## config.mk

```make
export PLATFORM = sky130hd
export DESIGN_NAME = qspi_cmd_engine
export DESIGN_NICKNAME = d
export VERILOG_FILES = /design/src/rtl/qspi_cmd_engine.sv
export SDC_FILE = /design/constraint.sdc
export NUM_CORES = 2
export LEC_CHECK = 0
export BUFFER_PORTS_ARGS = -buffer_cell sky130_fd_sc_hd__buf_2
export CAP_MARGIN = 20
export CELL_PAD_IN_SITES_DETAIL_PLACEMENT = 1
export CELL_PAD_IN_SITES_GLOBAL_PLACEMENT = 1
export CORE_ASPECT_RATIO = 0.9
export CORE_UTILIZATION = 54
export CTS_CLUSTER_SIZE = 8
export DETAILED_ROUTE_END_ITERATION = 8
export MAX_ROUTING_LAYER = met4
export PLACE_DENSITY = 0.94
export SYNTH_ARGS = -nofsm -noshare
export SYNTH_HDL_FRONTEND = slang
export SYNTH_SLANG_ARGS = --single-unit
```

## constraint.sdc

```tcl
create_clock -name clk -period 7.15 [get_ports clk]
set_input_delay 0.715 -clock clk [delete_from_list [all_inputs] [get_ports clk]]
set_output_delay 0.715 -clock clk [all_outputs]
set_load 0.1 [all_outputs]
```

## src/rtl/qspi_cmd_engine.sv

```systemverilog
module qspi_cmd_engine (
  input  logic        clk,
  input  logic        rst_n,
  input  logic        reg_we,
  input  logic [2:0]  reg_addr,
  input  logic [31:0] reg_wdata,
  output logic [31:0] reg_rdata,
  output logic        sclk,
  output logic [3:0]  cs_pin,
  output logic [3:0]  io_out,
  output logic [3:0]  io_oe,
  input  logic [3:0]  io_in
);
  localparam int WMAX = 128;
  localparam int DW   = 16;
  localparam int LW   = $clog2(WMAX);
  localparam int FW   = 12;
  localparam int NCS  = 4;

  logic [31:0]     clk_q, dc_q, cmd_q;
  logic [WMAX-1:0] data_q, tx_sr, rx_sr, rx_next;
  logic            busy, wc, act, frame_on, wr_q, cpol_q, cpha_q;
  logic [1:0]      cs_q, lw_q;
  logic [LW-1:0]   per_cnt, steps_q;
  logic [DW:0]     h_cnt;
  logic [FW-1:0]   fcnt, flen_q;

  wire          cmd_wr  = reg_we && reg_addr == 3'd2;
  wire [2:0]    ncode   = reg_wdata[18:16];
  wire          n_word  = ncode == 3'd1 || ncode == 3'd2 || ncode == 3'd3 || ncode == 3'd7;
  wire          n_inval = ncode == 3'd4;
  wire          accept  = cmd_wr && !busy && (n_word || n_inval);
  wire          start   = accept && n_word;
  wire [1:0]    n_lw    = ncode == 3'd7 ? 2'd2 : (ncode == 3'd3 ? 2'd1 : 2'd0);
  wire [LW-1:0] n_wlm1  = reg_wdata[25:19];
  wire [7:0]    n_dcb   = dc_q[{reg_wdata[29:28], 3'b000} +: 8];

  wire [DW-1:0] div    = clk_q[DW-1:0] == '0 ? DW'(1) : clk_q[DW-1:0];
  wire [DW:0]   per_len = {1'b0, div} + 1'b1;
  wire [DW:0]   lead_len = per_len >> 1;
  wire [DW:0]   trail_len = per_len - lead_len;

  wire tick     = busy && clk_q[31];
  wire lead_ev  = tick && !act && h_cnt == lead_len - 1'b1;
  wire trail_ev = tick && act && h_cnt == trail_len - 1'b1;
  wire last     = trail_ev && per_cnt == steps_q;
  wire samp_ev  = cpha_q ? trail_ev : lead_ev;
  wire shft_ev  = cpha_q ? (lead_ev && per_cnt != '0) : trail_ev;

  always_comb begin
    case (lw_q)
      2'd2:    rx_next = {rx_sr[WMAX-5:0], io_in};
      2'd1:    rx_next = {rx_sr[WMAX-3:0], io_in[1:0]};
      default: rx_next = {rx_sr[WMAX-2:0], io_in[1]};
    endcase
  end

  always_ff @(posedge clk or negedge rst_n) begin
    if (!rst_n) begin
      clk_q <= '0; dc_q <= '0; cmd_q <= '0; data_q <= '0;
      tx_sr <= '0; rx_sr <= '0;
      busy <= 1'b0; wc <= 1'b0; act <= 1'b0; frame_on <= 1'b0;
      wr_q <= 1'b0; cpol_q <= 1'b0; cpha_q <= 1'b0;
      cs_q <= '0; lw_q <= '0; per_cnt <= '0; steps_q <= '0;
      h_cnt <= '0; fcnt <= '0; flen_q <= '0;
    end else begin
      if (reg_we) begin
        case (reg_addr)
          3'd0: clk_q <= reg_wdata;
          3'd1: dc_q <= reg_wdata;
          3'd4: data_q[31:0] <= reg_wdata;
          3'd5: data_q[63:32] <= reg_wdata;
          3'd6: data_q[95:64] <= reg_wdata;
          3'd7: data_q[127:96] <= reg_wdata;
          default: ;
        endcase
      end
      if (accept) begin
        cmd_q <= reg_wdata;
        wc <= 1'b0;
      end
      if (start) begin
        busy <= 1'b1;
        act <= 1'b0;
        h_cnt <= '0;
        per_cnt <= '0;
        cs_q <= reg_wdata[29:28];
        lw_q <= n_lw;
        wr_q <= ncode == 3'd2;
        steps_q <= n_wlm1 >> n_lw;
        flen_q <= reg_wdata[FW-1:0];
        cpol_q <= n_dcb[0];
        cpha_q <= n_dcb[2];
        frame_on <= 1'b1;
        tx_sr <= data_q << (LW'(WMAX - 1) - n_wlm1);
        rx_sr <= '0;
      end else if (accept) begin
        frame_on <= 1'b0;
        fcnt <= '0;
      end
      if (tick) begin
        if (lead_ev) begin
          act <= 1'b1;
          h_cnt <= '0;
        end else if (trail_ev) begin
          act <= 1'b0;
          h_cnt <= '0;
          if (!last) per_cnt <= per_cnt + 1'b1;
        end else begin
          h_cnt <= h_cnt + 1'b1;
        end
        if (samp_ev) rx_sr <= rx_next;
        if (shft_ev) tx_sr <= tx_sr << 1;
        if (last) begin
          busy <= 1'b0;
          wc <= 1'b1;
          if (!wr_q) data_q <= samp_ev ? rx_next : rx_sr;
          if (fcnt == flen_q) begin
            frame_on <= 1'b0;
            fcnt <= '0;
          end else begin
            fcnt <= fcnt + 1'b1;
          end
        end
      end
    end
  end

  assign sclk   = act ^ cpol_q;
  assign io_out = {3'b000, busy && wr_q && tx_sr[WMAX-1]};
  assign io_oe  = {3'b000, busy && wr_q};

  for (genvar i = 0; i < NCS; i++) begin : g_cs
    assign cs_pin[i] = (frame_on && cs_q == 2'(i)) ? dc_q[8*i+1] : ~dc_q[8*i+1];
  end

  always_comb begin
    case (reg_addr)
      3'd0:    reg_rdata = clk_q;
      3'd1:    reg_rdata = dc_q;
      3'd2:    reg_rdata = cmd_q;
      3'd3:    reg_rdata = {30'b0, wc, busy};
      3'd4:    reg_rdata = data_q[31:0];
      3'd5:    reg_rdata = data_q[63:32];
      3'd6:    reg_rdata = data_q[95:64];
      default: reg_rdata = data_q[127:96];
    endcase
  end
endmodule


```

# Word-level counts from Yosys, hierarchy flattened
# Cells that the tools add are included.
# op_classes
reduce_logical	30
eq_ne	21
n_mux	55
shifts	3
bitwise_logic	5
add_sub_neg	8
# op_table
cell	count
128-bit two-way mux	11
128-bit one-hot mux with 2 select lines	1
32-bit one-hot mux with 7 select lines	1
32-bit two-way mux	4
128-bit by 7-bit left shift with 128-bit output	1
17-bit two-way mux	4
12-bit two-way mux	5
7-bit two-way mux	5
17-bit == test	2
32-bit by 6-bit indexed part select with 3-bit output	1
1-bit two-way mux	22
3-bit == test (second input constant)	6
16-bit by 1-bit adder with 17-bit output (second input constant)	1
17-bit by 1-bit adder with 17-bit output (second input constant)	1
1-bit logical AND	17
16-bit by 1-bit subtractor with 17-bit output (second input constant)	1
17-bit by 1-bit subtractor with 17-bit output (second input constant)	1
17-bit by 16-bit subtractor with 17-bit output	1
16-bit logical NOT	1
16-bit two-way mux	1
12-bit by 1-bit adder with 12-bit output (second input constant)	1
12-bit == test	1
3-bit by 2-bit == test with 1-bit output (second input constant)	4
7-bit by 1-bit adder with 7-bit output (second input constant)	1
other kinds (16)	28
# totals
input_bits	42
regBits	546
out_inout_bits	45
word_cells	142

# Depth between registers and ports, before layout
# depth
word_depth	12
ltp_mapped	20
depth_no_buf	16

# Least setup slack after synthesis
# Ideal clock, no wire load.
# synth_path
kind	input-to-output
start	in reg_addr[1]
end	out reg_rdata[9]
required_time_ps	6435
cell_stages	6
t_arrival_ps	4384
n_path_buf	4
slack_ps	2051
cell_sequence	clkbuf_1 buf_1 clkbuf_1 clkbuf_1 o22ai_1 a211oi_1
# synth_via
elab_chain_cells	2
elab_cells_between_ends	8
cone_classes	6 x eq/ne; 1 x mux; 1 x reduce/logical
# synth_rtl
element	line_no	rtl
from (decl)	5	input logic [2:0] reg_addr,
3-bit == test (tied with other cells)	138	case (reg_addr)
32-bit one-hot mux with 7 select lines *	138	
to (decl)	7	output logic [31:0] reg_rdata,
# Mark *: on every way between the ends. The rest lies on a longest branch, timed or not.

# Worst setup path after layout
# layout_path
start	reg clk_q[7]
end	reg data_q[20]
# layout_via
elab_chain_cells	12
elab_cells_between_ends	16
cone_classes	4 x add/sub; 2 x eq/ne; 6 x mux; 4 x reduce/logical
# layout_rtl
element	line_no	rtl
from (decl)	20	logic [31:0] clk_q, dc_q, cmd_q;
from (signal assigned)	69	3'd0: clk_q <= reg_wdata;
16-bit logical NOT	38	wire [DW-1:0] div = clk_q[DW-1:0] == '0 ? DW'(1) : clk_q[DW-1:0];
16-bit two-way mux *	38	
16-bit by 1-bit adder with 17-bit output *	39	wire [DW:0] per_len = {1'b0, div} + 1'b1;
17-bit by 16-bit subtractor with 17-bit output	41	wire [DW:0] trail_len = per_len - lead_len;
17-bit by 1-bit subtractor with 17-bit output	45	wire trail_ev = tick && act && h_cnt == trail_len - 1'b1;
17-bit == test	45	
1-bit logical AND	45	
1-bit two-way mux	47	wire samp_ev = cpha_q ? trail_ev : lead_ev;
128-bit two-way mux (2 in a row)	117	if (!wr_q) data_q <= samp_ev ? rx_next : rx_sr;
128-bit two-way mux *	114	if (last) begin
128-bit two-way mux *	101	if (tick) begin
to (signal assigned)	71	3'd4: data_q[31:0] <= reg_wdata;
to (signal assigned)	117	
to (decl)	21	logic [WMAX-1:0] data_q, tx_sr, rx_sr, rx_next;
# Marks and branches as above.
# A chain may end at the register's enable or synchronous reset.

==> run_results.csv <==
group,metric,value,unit
die,fp.dieArea,75500,µm²
grt,grt.overflow.total,0,
clocking,clock_path_buffers,3,
sta,period_minus_slack,6.84,ns
setup_path,cp.arrival,7.29,ns
placement,io_buffers,80,
routing,drc,0,
synth,syn-cell-area,40200,µm²
clocking,clkLatencyLatePin,0.67,ns
routing,routed_wl,179,mm
pwr,peakVddDrop,0.000274,V
die,die_w,290,µm
sta,max_freq,146,MHz
pwr,leakage,17.6,nW
clocking,numCtsBuffers,79,
placement,dp.cells,5292,
routing,drtIter0Drc,6565,
sta,fin_setup_tns,0,ns
cells_and_area,area_growth,6.89,%
placement,place.gp.congestion,1.10,
cells_and_area,instances_no_fill,5404,
setup_path,cpPeakStageDelay,0.84,ns
synth,synthArstFlopShare,1.00,
sta,period_share,0.957,
run_status,outcome,"finished, final reports clean",
sta,slew_headroom,0.0732,
clocking,cts_resized,0,
job,drv_cap,0,
sta,tightestPinTransition,1.39,ns
synth,synthFlopType,"dfrtp_1",
pwr,power.density,269,nW/µm²
synth,ys_ff_latch,546,
sta,finalMaxSlewViolations,0,
clocking,clockRootBuffer,"clkbuf_16",
die,die_height,261,µm
setup_path,crit_top_cell,"and4b_1",
grt,grt_max_degree,257,
setup_path,slowest_stage,"nor4_1",
die,start_util,0.548,
clocking,postCtsHoldBufs,0,
setup_path,cp-end-kind,"flip-flop",
die,core_area,73400,µm²
synth,netlist_instances,4621,
routing,routedWlPerCell,33.1,µm
sta,whs,0.137,ns
synth,synth_edf_count,0,
sta,rsz0062_at_grt,"no",
clocking,postCtsSetupBuffers,0,
cells_and_area,finalNetCount,4505,
die,floorplan.rows,94,
routing,ant_nets,0,
routing,vias,40942,
setup_path,crit_required,7.60,ns
placement,dp_hpwl,119,mm
sta,hold_violations,0,
die,io_pins,87,
cells_and_area,drive_gt1_frac,0.136,
grt,antenna_found_initial,16,
setup_path,worstPathMaxFanout,256,
sta,finClkSkew,0.0575,ns
setup_path,start_kind,"flip-flop",
clocking,cts_tree,"yes",
clocking,cts_sinks,546,
grt,grt_pass1_wl,268,mm
synth,syn_avg_cell_area,8.70,µm²
clocking,clkTransAtPathRegs,0.05,ns
cells_and_area,mostFrequentLayoutCells,"844 x nand2_1, 546 x dfrtp_1, 426 x o21ai_0, 305 x mux2i_1, 299 x nor2_1",
grt,grtUsageTotal,0.487,
setup_path,path_class,"flip-flop to flip-flop",
synth,yosys_warnings,0,
synth,ys_seq_area_frac,0.340,
routing,firstDrtPassIters,8,
setup_path,worstPathCellList,"nand4_1 -> nor4_1 -> nand3_1 -> xnor2_1 -> ha_1 -> xor2_1 -> nor2_1 -> a211o_1 -> or4_1 -> a2111oi_2 -> and4b_1 -> and4b_1 -> nand4b_4 -> buf_12 -> a31oi_1 -> a22oi_1",
synth,ys_types,87,
cells_and_area,final_common_cell,"nand2_1",
sta,setup-violations-final,0,
clocking,htree_levels,3,
routing,drt-vias-per-instance,7.58,
hold_path,hp-class,"input port to asynchronous set/reset pin",
grt,grt_pass1_vias,40780,
==> critical path, delay by kind of cell, from the launching register on <==
kind	cells	cell delay, ns
compound gates	4	1.14
xor+xnor	2	0.77
fa+ha+maj	1	0.36
buf+inv	1	0.27
flops	1	0.52
simple gates	8	3.19
==> synthesized netlist by cell type, drive strengths merged, types with 23 or more instances <==
master | n | area share
nand2 | 844 | 0.079
dfrtp | 546 | 0.34
o21ai | 429 | 0.053
mux2i | 305 | 0.076
nor2 | 300 | 0.028
a22oi | 292 | 0.056
clkbuf | 255 | 0.024
mux2 | 199 | 0.056
buf | 182 | 0.023
nand3 | 177 | 0.022
a31oi | 140 | 0.022
a21oi | 139 | 0.017
mux4 | 128 | 0.072
inv | 60 | 0.0056
a211oi | 56 | 0.010
o211ai | 52 | 0.0097
ha | 50 | 0.016
xor2 | 41 | 0.0089
xnor2 | 34 | 0.0074
nor3 | 32 | 0.0040
nor2b | 23 | 0.0036
o22ai | 23 | 0.0036
==> flip-flops by register name (all words and copies together) (netlist names), 7 cells and up <==
register,flops
cmd_q,32
tx_sr,128
fcnt,12
flen_q,12
steps_q,7
rx_sr,128
clk_q,32
h_cnt,17
per_cnt,7
data_q,128
dc_q,32
==> logic make-up (layout without fill, tap and decap cells) <==
family | count (synthesis) | count (layout) | share of synthesized area
buf+inv | 499 | 297 | 0.0522
xor+xnor | 80 | 80 | 0.0191
simple gates | 1515 | 1515 | 0.161
fa+ha+maj | 50 | 50 | 0.0156
flops | 546 | 546 | 0.340
mux | 632 | 632 | 0.203
other cells | 1 | 26 | 0.0000933
compound gates | 1298 | 1298 | 0.209
==> layer usage <==
layer | up-vias | track usage | wire length [µm]
met3 | 860 | 0.158 | 24200
met4 | 0 | 0.297 | 13700
li1 | 16463 | - | -
met2 | 3262 | 0.676 | 75400
met1 | 20357 | 0.613 | 65600
met5 | - | - | 0
==> worst paths after layout <==
kind	end	depth (start not counted)	slack, ns	start
max reg2reg	data_q[20]	16	0.31	clk_q[7]
max	data_q[20]	16	0.31	clk_q[7]
min reg2reg	tx_sr[100]	2	0.47	tx_sr[99]
min	rx_sr[102]	1	0.14	rst_n
max in group asynchronous	h_cnt[12]	2	5.48	rst_n
min in group clk	rx_sr[0]	3	0.41	io_in[1]
==> where the power goes <==
group	switching [mW]	internal, mW
sequential	0.724	3.36
combinational	2.53	1.45
clock	1.53	1.98
total	4.79	6.78
==> final cells by class <==
type / count / area (µm²)
antenna: 20 / 50.0
timing repair buffer: 143 / 1060
inverter: 62 / 240
clock buffer: 82 / 1990
multi-input combinational: 3581 / 24600
sequential: 546 / 13700
tap: 960 / 1200
clock inverter: 10 / 190
fill: 8490 / 30400
==> metrics by stage <==
stage / setup slack, ns / cell area [µm²] / power [mW] / util
6_report: 0.311 / 43000 / 11.6 / 0.585
5_1_grt: 0.178 / 42900 / 11.8 / 0.585
4_1_cts: 0.628 / 42900 / 11.3 / 0.585
3_5_place_dp: 0.715 / 40700 / 7.79 / 0.555
3_3_place_gp: 1.34 / 40700 / 7.64 / 0.555
2_1_floorplan: 2.05 / 40200 / 6.31 / -
Note: power is estimated with default switching activity, not from simulation.
